<file path="config.mk">
export PLATFORM = sky130hd
export DESIGN_NAME = hdmi_ctl_i2c_target
export DESIGN_NICKNAME = d
export VERILOG_FILES = /design/src/rtl/i2ct_pkg.sv /design/src/rtl/i2ct_line_sync.sv /design/src/rtl/i2ct_byte_engine.sv /design/src/rtl/i2ct_ctl_regs.sv /design/src/rtl/hdmi_ctl_i2c_target.sv
export SDC_FILE = /design/constraint.sdc
export NUM_CORES = 1
export LEC_CHECK = 0
export ABC_AREA = 1
export BUFFER_PORTS_ARGS = -buffer_cell sky130_fd_sc_hd__buf_2
export CAP_MARGIN = 25
export CORE_ASPECT_RATIO = 1.5
export CORE_UTILIZATION = 36
export DETAILED_ROUTE_END_ITERATION = 12
export PLACE_DENSITY = 0.58
export SLEW_MARGIN = 30
export SYNTH_ARGS = -nofsm -noshare
export SYNTH_HDL_FRONTEND = slang
export SYNTH_SLANG_ARGS = --single-unit
</file>
<file path="constraint.sdc">
create_clock -name clk -period 1.9 [get_ports clk]
set_input_delay 0 -clock clk [delete_from_list [all_inputs] [get_ports clk]]
set_output_delay 0 -clock clk [all_outputs]
set_load 0.01 [all_outputs]
</file>
<file path="src/rtl/i2ct_pkg.sv">
package i2ct_pkg;
  localparam int BYTE_W = 8;
  localparam int CNT_W  = 4;

  localparam logic [BYTE_W-1:0] REG_SYSCTL   = 8'h1A;
  localparam logic [BYTE_W-1:0] REG_IDENT    = 8'h1B;
  localparam logic [BYTE_W-1:0] REG_IRQ_EN   = 8'h3C;
  localparam logic [BYTE_W-1:0] REG_IRQ_STAT = 8'h3D;

  localparam int SC_PWRDN_BIT = 4;
  localparam int SC_MUTE_BIT  = 3;
  localparam int SC_REQ_BIT   = 2;
  localparam int SC_GRANT_BIT = 1;
  localparam int SC_HDMI_BIT  = 0;

  localparam logic [BYTE_W-1:0] IDENT_VAL   = 8'hB0;
  localparam logic [BYTE_W-1:0] PLUGGED_VAL = 8'h04;
  localparam logic [BYTE_W-1:0] REQ_ECHO    = 8'h06;

  typedef enum logic [1:0] {PH_IDLE, PH_ADDR, PH_WRITE, PH_READ} phase_t;

  function automatic logic [BYTE_W-1:0] read_value(input logic [BYTE_W-1:0] ptr,
                                                   input logic req);
    if (ptr == REG_SYSCTL)   return req ? REQ_ECHO : '0;
    if (ptr == REG_IDENT)    return IDENT_VAL;
    if (ptr == REG_IRQ_STAT) return PLUGGED_VAL;
    return '0;
  endfunction

  function automatic logic [BYTE_W-1:0] next_ptr(input logic [BYTE_W-1:0] ptr);
    return ptr + 1'b1;
  endfunction

  function automatic logic drive_low(input phase_t ph, input logic [CNT_W-1:0] cnt,
                                     input logic [BYTE_W-1:0] tx);
    if (ph == PH_READ)
      return (cnt < 4'd8) ? ~tx[3'd7 - cnt[2:0]] : 1'b0;
    if (ph == PH_ADDR || ph == PH_WRITE)
      return cnt == 4'd8;
    return 1'b0;
  endfunction
endpackage

</file>
<file path="src/rtl/i2ct_line_sync.sv">
module i2ct_line_sync #(
  parameter int STAGES = 2
) (
  input  logic clk,
  input  logic rst_n,
  input  logic scl_i,
  input  logic sda_i,
  output logic scl_lvl,
  output logic sda_lvl,
  output logic scl_rise,
  output logic scl_fall,
  output logic start_ev,
  output logic stop_ev
);
  logic [STAGES-1:0] scl_ff, sda_ff;
  logic scl_q, sda_q;

  generate
    if (STAGES == 1) begin : g_single
      always_ff @(posedge clk or negedge rst_n)
        if (!rst_n) begin
          scl_ff <= '1;
          sda_ff <= '1;
        end else begin
          scl_ff <= scl_i;
          sda_ff <= sda_i;
        end
    end else begin : g_chain
      always_ff @(posedge clk or negedge rst_n)
        if (!rst_n) begin
          scl_ff <= '1;
          sda_ff <= '1;
        end else begin
          scl_ff <= {scl_ff[STAGES-2:0], scl_i};
          sda_ff <= {sda_ff[STAGES-2:0], sda_i};
        end
    end
  endgenerate

  always_ff @(posedge clk or negedge rst_n)
    if (!rst_n) begin
      scl_q <= 1'b1;
      sda_q <= 1'b1;
    end else begin
      scl_q <= scl_ff[STAGES-1];
      sda_q <= sda_ff[STAGES-1];
    end

  assign scl_lvl  = scl_ff[STAGES-1];
  assign sda_lvl  = sda_ff[STAGES-1];
  assign scl_rise = scl_lvl & ~scl_q;
  assign scl_fall = ~scl_lvl & scl_q;
  assign start_ev = scl_lvl & scl_q & sda_q & ~sda_lvl;
  assign stop_ev  = scl_lvl & scl_q & ~sda_q & sda_lvl;
endmodule

</file>
<file path="src/rtl/i2ct_byte_engine.sv">
module i2ct_byte_engine
  import i2ct_pkg::*;
#(
  parameter logic [6:0] TGT_ADDR = 7'h39
) (
  input  logic              clk,
  input  logic              rst_n,
  input  logic              scl_rise,
  input  logic              scl_fall,
  input  logic              sda_lvl,
  input  logic              start_ev,
  input  logic              stop_ev,
  input  logic [BYTE_W-1:0] rd_data,
  output logic              sda_low,
  output logic              ptr_load,
  output logic              wr_stb,
  output logic              rd_done,
  output logic [BYTE_W-1:0] byte_q
);
  phase_t            phase;
  logic [CNT_W-1:0]  cnt;
  logic [BYTE_W-1:0] shreg, txb, shift_in;
  logic              rw_q, ptr_phase;

  assign shift_in = {shreg[BYTE_W-2:0], sda_lvl};

  always_ff @(posedge clk or negedge rst_n)
    if (!rst_n) begin
      phase <= PH_IDLE; cnt <= '0; shreg <= '0; txb <= '0;
      rw_q <= 1'b0; ptr_phase <= 1'b0; sda_low <= 1'b0;
      ptr_load <= 1'b0; wr_stb <= 1'b0; rd_done <= 1'b0; byte_q <= '0;
    end else begin
      ptr_load <= 1'b0;
      wr_stb   <= 1'b0;
      rd_done  <= 1'b0;
      if (start_ev) begin
        phase <= PH_ADDR; cnt <= '0; sda_low <= 1'b0;
      end else if (stop_ev) begin
        phase <= PH_IDLE; cnt <= '0; sda_low <= 1'b0;
      end else if (scl_rise) begin
        unique case (phase)
          PH_ADDR: begin
            if (cnt < 4'd8) begin
              shreg <= shift_in;
              if (cnt == 4'd7) begin
                if (shift_in[7:1] == TGT_ADDR) begin
                  cnt  <= 4'd8;
                  rw_q <= shift_in[0];
                end else begin
                  phase <= PH_IDLE;
                end
              end else cnt <= cnt + 1'b1;
            end else begin
              cnt <= '0;
              if (rw_q) begin
                phase <= PH_READ;
                txb   <= rd_data;
              end else begin
                phase     <= PH_WRITE;
                ptr_phase <= 1'b1;
              end
            end
          end
          PH_WRITE: begin
            if (cnt < 4'd8) begin
              shreg <= shift_in;
              if (cnt == 4'd7) begin
                byte_q <= shift_in;
                cnt    <= 4'd8;
                if (ptr_phase) begin
                  ptr_load  <= 1'b1;
                  ptr_phase <= 1'b0;
                end else wr_stb <= 1'b1;
              end else cnt <= cnt + 1'b1;
            end else cnt <= '0;
          end
          PH_READ: begin
            if (cnt < 4'd8) begin
              if (cnt == 4'd7) begin
                rd_done <= 1'b1;
                cnt     <= 4'd8;
              end else cnt <= cnt + 1'b1;
            end else if (sda_lvl) begin
              phase <= PH_IDLE;
            end else begin
              cnt <= '0;
              txb <= rd_data;
            end
          end
          default: ;
        endcase
      end else if (scl_fall) begin
        sda_low <= drive_low(phase, cnt, txb);
      end
    end
endmodule

</file>
<file path="src/rtl/i2ct_ctl_regs.sv">
module i2ct_ctl_regs
  import i2ct_pkg::*;
(
  input  logic              clk,
  input  logic              rst_n,
  input  logic              ptr_load,
  input  logic              wr_stb,
  input  logic              rd_done,
  input  logic [BYTE_W-1:0] byte_in,
  output logic [BYTE_W-1:0] rd_data,
  output logic [BYTE_W-1:0] ptr_q,
  output logic              ddc_req,
  output logic              ddc_mode
);
  always_ff @(posedge clk or negedge rst_n)
    if (!rst_n) begin
      ptr_q <= '0; ddc_req <= 1'b0; ddc_mode <= 1'b0;
    end else begin
      if (ptr_load) ptr_q <= byte_in;
      else if (wr_stb || rd_done) ptr_q <= next_ptr(ptr_q);
      if (wr_stb && ptr_q == REG_SYSCTL) begin
        if (byte_in[SC_REQ_BIT]) begin
          ddc_req <= 1'b1;
          if (byte_in[SC_GRANT_BIT]) ddc_mode <= 1'b1;
        end else begin
          ddc_req  <= 1'b0;
          ddc_mode <= 1'b0;
        end
      end
    end

  assign rd_data = read_value(ptr_q, ddc_req);
endmodule

</file>
<file path="src/rtl/hdmi_ctl_i2c_target.sv">
module hdmi_ctl_i2c_target
  import i2ct_pkg::*;
#(
  parameter logic [6:0] TGT_ADDR    = 7'h39,
  parameter int         SYNC_STAGES = 2
) (
  input  logic clk,
  input  logic rst_n,
  input  logic scl_i,
  input  logic sda_i,
  output logic sda_pull_low_o,
  output logic ddc_mode_o
);
  logic scl_lvl, sda_lvl, scl_rise, scl_fall, start_ev, stop_ev;
  logic ptr_load, wr_stb, rd_done, ddc_req;
  logic [BYTE_W-1:0] byte_q, rd_data, ptr_q;

  i2ct_line_sync #(.STAGES(SYNC_STAGES)) u_sync (
    .clk, .rst_n, .scl_i, .sda_i, .scl_lvl, .sda_lvl,
    .scl_rise, .scl_fall, .start_ev, .stop_ev
  );

  i2ct_byte_engine #(.TGT_ADDR(TGT_ADDR)) u_eng (
    .clk, .rst_n, .scl_rise, .scl_fall, .sda_lvl, .start_ev, .stop_ev,
    .rd_data, .sda_low(sda_pull_low_o), .ptr_load, .wr_stb, .rd_done, .byte_q
  );

  i2ct_ctl_regs u_regs (
    .clk, .rst_n, .ptr_load, .wr_stb, .rd_done, .byte_in(byte_q),
    .rd_data, .ptr_q, .ddc_req, .ddc_mode(ddc_mode_o)
  );
endmodule

</file>
Yosys cells after proc, flatten, opt, wreduce, memory -nomap -nowiden
Cells that the tools add are included.

cells by class
  add/sub/neg operators = 3
  order comparisons = 2
  equal/unequal tests = 24
  multiplexer cells = 91
  bitwise gates (word level) = 14
  reduce and logical (&&, ||, !) cells = 20

operator list
  kind                   number
  $mux W8                12
  $mux W1                55
  $mux W4                10
  $eq A8 B5 Y1 const B   2
  $mux W2                8
  $pmux W8 S2            1
  $reduce_and A8 Y1      2
  $pmux W4 S3            1
  $reduce_and A6 Y1      2
  $ne A2 B2 Y1 const B   5
  $ne A5 B5 Y1 const B   2
  $add A8 B1 Y8 const B  1
  $eq A8 B6 Y1 const B   1
  $ne A4 B4 Y1 const B   2
  $and A1 B1 Y1          7
  $eq A7 B6 Y1 const B   1
  $not A1 Y1             7
  $reduce_and A7 Y1      1
  $ne A2 B1 Y1 const B   3
  $ne A6 B5 Y1 const B   1
  $reduce_bool A2 Y1     3
  $reduce_bool A3 Y1     2
  $ne A5 B4 Y1 const B   1
  $reduce_and A5 Y1      1
  20 further kinds       23

word-level totals
  flip-flop bits (word level) = 51
  output and inout bits = 2
  word-level logic and storage cells = 172

Longest topological paths before layout
  depth after elaboration = 17
  depth in mapped cells = 11
  depth with buffers taken out = 11

Modules after synthesis
From an unflattened synthesis, not the netlist that was laid out.

second synthesis, totals
  cells, all modules = 344
  area total of the unflattened synthesis = 2,753.9 um^2

by module, submodules not included
  module            times used  cells each  area each (um^2)  seq. area each (um^2)
  i2ct_byte_engine  1           217         1,796.7           875.8
  i2ct_ctl_regs     1           110         758.2             250.2
  i2ct_line_sync    1           17          198.9             157.7

Least setup slack after synthesis
OpenSTA, ideal clock, no wires.

  path kind = register -> register
  start = register u_eng.phase[0]
  end = register u_eng.shreg[4]
  setup time = 117 ps
  arrival = 1,261 ps
  required time = 1,783 ps
  path slack = 522 ps
  stages on the path, launching flop included = 8
  path buffers = 1
  clock period less this slack = 1,378 ps
  path through = dfrtp_1 -> inv_1 -> ha_1 -> nor2_1 -> nand2_4 -> buf_12 -> nand2_1 -> o21ai_2

on the way
  cells in the longest elaborated chain, start to end = 3
  elaborated cells on any way between the ends = 4
  classes of those cells = eq/ne: 2; reduce/logical: 2

RTL lines
  item                                                 line                    RTL
  start, declared                                      i2ct_byte_engine.sv:20  phase_t phase;
  start signal, assigned                               i2ct_byte_engine.sv:29  phase <= PH_IDLE; cnt <= '0; shreg <= '0; txb <= '0;
  start signal, assigned                               i2ct_byte_engine.sv:37  phase <= PH_ADDR; cnt <= '0; sda_low <= 1'b0;
  start signal, assigned                               i2ct_byte_engine.sv:39  phase <= PH_IDLE; cnt <= '0; sda_low <= 1'b0;
  $eq A2 B2 Y1 / $eq A2 B1 Y1 (equally long branches)  i2ct_byte_engine.sv:41  unique case (phase)
  $reduce_or A2 Y1 (no line) *                         --
  $reduce_and A5 Y1 (no line) *                        --
  end signal, assigned                                 i2ct_byte_engine.sv:44  shreg <= shift_in;
  end signal, assigned                                 i2ct_byte_engine.sv:66  shreg <= shift_in;
  end, declared                                        i2ct_byte_engine.sv:22  logic [BYTE_W-1:0] shreg, txb, shift_in;

Mark *: on every way between the ends. The rest lies on a longest branch, timed or not.
A chain may end at the register's enable or synchronous reset.

Worst setup path in the final report
  start = register u_eng.cnt[1]
  end = register u_eng.cnt[3]

on the way
  cells in the longest elaborated chain, start to end = 7
  elaborated cells on any way between the ends = 15
  classes of those cells = add/sub: 1; order compare: 1; eq/ne: 3; mux: 9; reduce/logical: 1

RTL lines
  item                                                  line                                                                    RTL
  start, declared                                       i2ct_byte_engine.sv:21                                                  logic [CNT_W-1:0] cnt;
  start signal, assigned                                i2ct_byte_engine.sv:52                                                  end else cnt <= cnt + 1'b1;
  start signal, assigned                                i2ct_byte_engine.sv:74                                                  end else cnt <= cnt + 1'b1;
  start signal, assigned                                i2ct_byte_engine.sv:82                                                  end else cnt <= cnt + 1'b1;
  $add A4 B1 Y4 / $eq A4 B3 Y1 (equally long branches)  --
  $mux W4, on equally long branches                     i2ct_byte_engine.sv:67, i2ct_byte_engine.sv:79, i2ct_byte_engine.sv:45
  $mux W4, on equally long branches                     i2ct_byte_engine.sv:78, i2ct_byte_engine.sv:43, i2ct_byte_engine.sv:65
  $pmux W4 S3                                           i2ct_byte_engine.sv:41
  $mux W4                                               i2ct_byte_engine.sv:40                                                  end else if (scl_rise) begin
  $mux W4                                               i2ct_byte_engine.sv:38                                                  end else if (stop_ev) begin
  $mux W4                                               i2ct_byte_engine.sv:36                                                  if (start_ev) begin

Several ways; a longest one is shown, not always the timed one. The select of a mux whose other input is x is not followed.

==> impl.org <==
** Power and ir drop
- IR analysis of the VDD net gives a maximum drop of approximately 0.53 mV.
- In this run the static leakage power is ~1.3 nW.
- Power spread over the standard cell area amounts to ~730 mW/mm2.
- Total power for the finished layout comes to 0.00196 W.

** Die
- The die is approximately 70 um wide.
- In this run the standard cell core region covers between 0.006 and 0.007 mm2.
- The initialized floorplan defines 36 standard-cell rows.
- Chip height :: approximately 100 um
- I/O pin cnt :: 6
- Once the floorplan was initialized, standard cells occupied between 30% and 40% of the core.
- Total Die Area :: 0.00716 mm2

** Yosys
- Of the total synthesized cell area, the portion taken by AND, OR, NAND and NOR gates is 29.3%.
- Share of cell area taken by muxes after synthesis :: 0%
- In the post-synthesis netlist, the cell with the most instances is nand2_1.
- Synthesis produced a netlist with a net count of 309.
- Combinational family with the most area after synthesis :: simple AND/OR/NAND/NOR gates
- The mapped netlist covers about 0.0025 mm2.
- The synthesized design devotes to its leading area cell type 40.8% of total area.
- Yosys attributes the largest share of cell area to dfrtp_1, nand2_1, dfstp_2, inv_1, o21ai_0.
- After synthesis, the mean cell area works out to around 8.2 um2.
- Counting every instance in the synthesized netlist gives ~300.
- For this run, the leading register cell type out of synthesis is dfrtp_1.
- Counting flops and latches in the post-synthesis netlist gives between 40 and 50.
- Post-synthesis adder-cell area fraction :: 3.57%
- For this run, asynchronously set or reset flops after synthesis account for 100%.
- Sequential fraction of the synthesis area :: a little under half
- Number of flops mapped to enable cells by yosys :: 0
- Compound-gate portion of the synthesized area :: between 10% and 20%
- Most instantiated cells after synthesis :: nand2_1, dfrtp_1, inv_1, nor2_1, o21ai_0
- Yosys warning count :: 0
- The synthesized design spends more area on one cell type than any other, namely dfrtp_1.
- Post-synthesis share of cell area spent on xor and xnor gates :: 0%
- Unique masters post-synth :: 35

** GRT
- Residual overflow from global routing :: 0
- Across every metal layer, demand over resource in global routing totals around 15%.
- Pin count of the biggest net entering global routing :: 47
- The number of antenna violations at the first check in global routing came to 0.
- The via count of the first global-routing pass is approximately 1800.
- The first global-routing pass estimated between 8 and 9 mm of wire.

** Routing
- Summed over all layers, the routed wires come to between 4 and 5 mm.
- After the first detailed-routing iteration, the DRC count stood at 90.
- Average wire per cell in the routed design :: ~12 um
- Detail Route Antenna Nets :: 0
- In the routed design, unresolved DRC markers number 0.
- Vias per cell :: 4.90
- Number of search-and-repair iterations in the first detailed-routing pass :: 4
- The final route contains 1890 vias.

** STA
- Static timing analysis puts the maximum clock frequency at around 640 MHz.
- Transition time of the tightest slew-check pin :: 0.582 ns
- The number of endpoints with negative hold slack in the final report is 0.
- Final Skew :: about 0.014 ns
- Of the available clock period, the critical path in the final layout requires 81.8%.
- Final setup TNS :: 0 ns
- In this run the tightest slew margin relative to its limit is between 60% and 70%.
- Setup repair after global routing left no endpoint under its margin.
- The clock period could shrink to approximately 1.6 ns.
- The number of max-slew violations in the final report was 0.
- Final setup violation count :: 0

** Critical path
- The endpoint identified for the worst register-to-register timing path is u_eng.cnt[3].
- Along the worst path, the maximum fanout reaches 6.
- FF-to-FF Start :: u_eng.cnt[1]
- Critical Path Start Type :: register
- Measured in cells, the most critical reg-to-reg path has a length of 7.
- Data arrives at the worst endpoint at ~1.8 ns.
- STA puts the critical path data required time at roughly 2.1 ns.
- Across all register-to-register paths, the minimum setup slack is 0.35 ns.
- The worst setup path is captured at a register.
- Critical path class :: register to register

** Finish
- The repair_antennas step left the layout with diodes totalling 0.
- The sequential cells in the finished layout cover a total of 0.00116 mm2.
- FILL cells :: between 600 and 700
- Count of nets after finishing :: 320
- Compared with the post-synthesis result, the final layout area differs by 8.66%.
- Utilization of the core after routing :: between 40% and 50%
- Multi-input combinational cell area :: around 0.0011 mm2
- Fraction of final layout cells sized beyond drive strength 1 :: 13.9%

** Min path
- The worst hold path belongs to the class input pin to async pin.

** Place
- Summed over all nets, the half-perimeter wirelength after detailed placement is 3.52 mm.
- Routability cong. :: between 0.7 and 0.8
- Number of I/O port buffers :: 5

** Job
- Number of max-cap violations :: 0

** Clock network
- Number of H-tree levels :: 2
- TritonCTS built the clock tree.
- Clock-pin slew was measured on the worst setup and hold paths at 0.09 ns.
- In this run the deepest clock path goes through 2 buffers.
- Counting the buffers created by CTS gives 5.
- Number of clock sinks :: between 40 and 50
- Cell at the root of the clock tree :: clkbuf_8
- Setup fix buffers added after clock tree synthesis :: 0
- # resized after CTS :: 0
- Clock latency on the worst-skew pair, taken at its later pin, is about 0.3 ns.
- Count of hold-fix buffers inserted at cts :: 3

** Status
- Run status :: finished clean
## placed cells by master (no fill, tap or decap), types with 2 or more instances in the layout
cell	instances
dlygate4sd3_1	3
nand4_1	8
nand3_2	2
dfstp_2	6
o21ai_2	7
nor2_1	25
clkbuf_8	5
nand2_4	3
nor3_1	7
dfrtp_1	40
a21oi_1	4
o21ai_0	23
nand3_1	20
inv_1	36
nand2_1	77
o21ai_1	9
ha_1	7
inv_2	2
nor2_4	2
nand2_2	2
buf_2	5
## through the flow
step	area (um2)	setup slack [ns]	cells	hold WS [ns]
floorplan	2460	0.522	298	-0.296
global placement	2530	0.368	375	0.107
detailed placement	2530	0.366	375	0.107
CTS	2670	0.344	386	0.329
global route	2670	0.221	386	0.346
finish	2670	0.345	386	0.298
## per-layer routing
layer  share of wire (%)  vias up  wire length (um)  global-route usage (%)
met5                   0        -                 0                       0
met4                 2.0        0                94                    5.34
met3                 1.7        6                81                    2.64
met2                  50       14              2380                    26.5
met1                  46      881              2220                    18.4
li1                    -      989                 -                       -
## cell type report
cell class | count | share of cell area (%)
Sequential cell | 46 | 43.4
Inverter | 40 | 5.81
Multi-Input combinational cell | 207 | 40.7
Timing Repair Buffer | 9 | 2.34
Tap cell | 76 | 3.56
Clock buffer | 6 | 2.72
Clock inverter | 2 | 1.41
## critical path, cell delays in order, from the launching register on
cell,delay (ns)
dfrtp_1,0.45
ha_1,0.30
nand3_4,0.14
nor2_1,0.11
nand2_1,0.11
nand2_1,0.13
nand2_2,0.08
o21ai_0,0.16
## how the worst max path moves through the flow
stage	cells past startpoint	slack, ns	start	to
2_1_floorplan	7	0.52	u_eng.phase[0]	u_eng.shreg[4]
6_report	7	0.35	u_eng.cnt[1]	u_eng.cnt[3]
5_1_grt	7	0.22	u_eng.cnt[1]	u_eng.cnt[3]
3_5_place_dp	7	0.37	u_eng.cnt[0]	u_eng.cnt[3]
4_1_cts	7	0.34	u_eng.cnt[1]	u_eng.cnt[3]
3_3_place_gp	8	0.37	u_eng.cnt[1]	u_eng.cnt[0]
## power breakdown
part	switching (W)	internal, W
sequential	0.0000503	0.00103
combinational	0.000103	0.0000582
clock	0.000329	0.000393
total	0.000482	0.00148
## registers in the layout (all words and copies together), names as in the netlist
name / flops
u_eng.txb: 3
u_eng.ptr_phase: 1
u_regs.ddc_mode: 1
u_eng.phase: 2
u_eng.rw_q: 1
u_eng.cnt: 4
u_sync.scl_q: 1
u_eng.rd_done: 1
u_regs.ddc_req: 1
u_sync.sda_q: 1
u_sync.sda_ff: 2
u_regs.ptr_q: 8
u_eng.sda_low: 1
u_eng.wr_stb: 1
u_eng.byte_q: 8
u_sync.scl_ff: 2
u_eng.ptr_load: 1
u_eng.shreg: 7
## logic make-up after synthesis
kind of cell	after synthesis
compound gates	48
fa+ha+maj	7
buf+inv	45
flops	46
simple gates	152
Power figures use the tool's default switching activity.
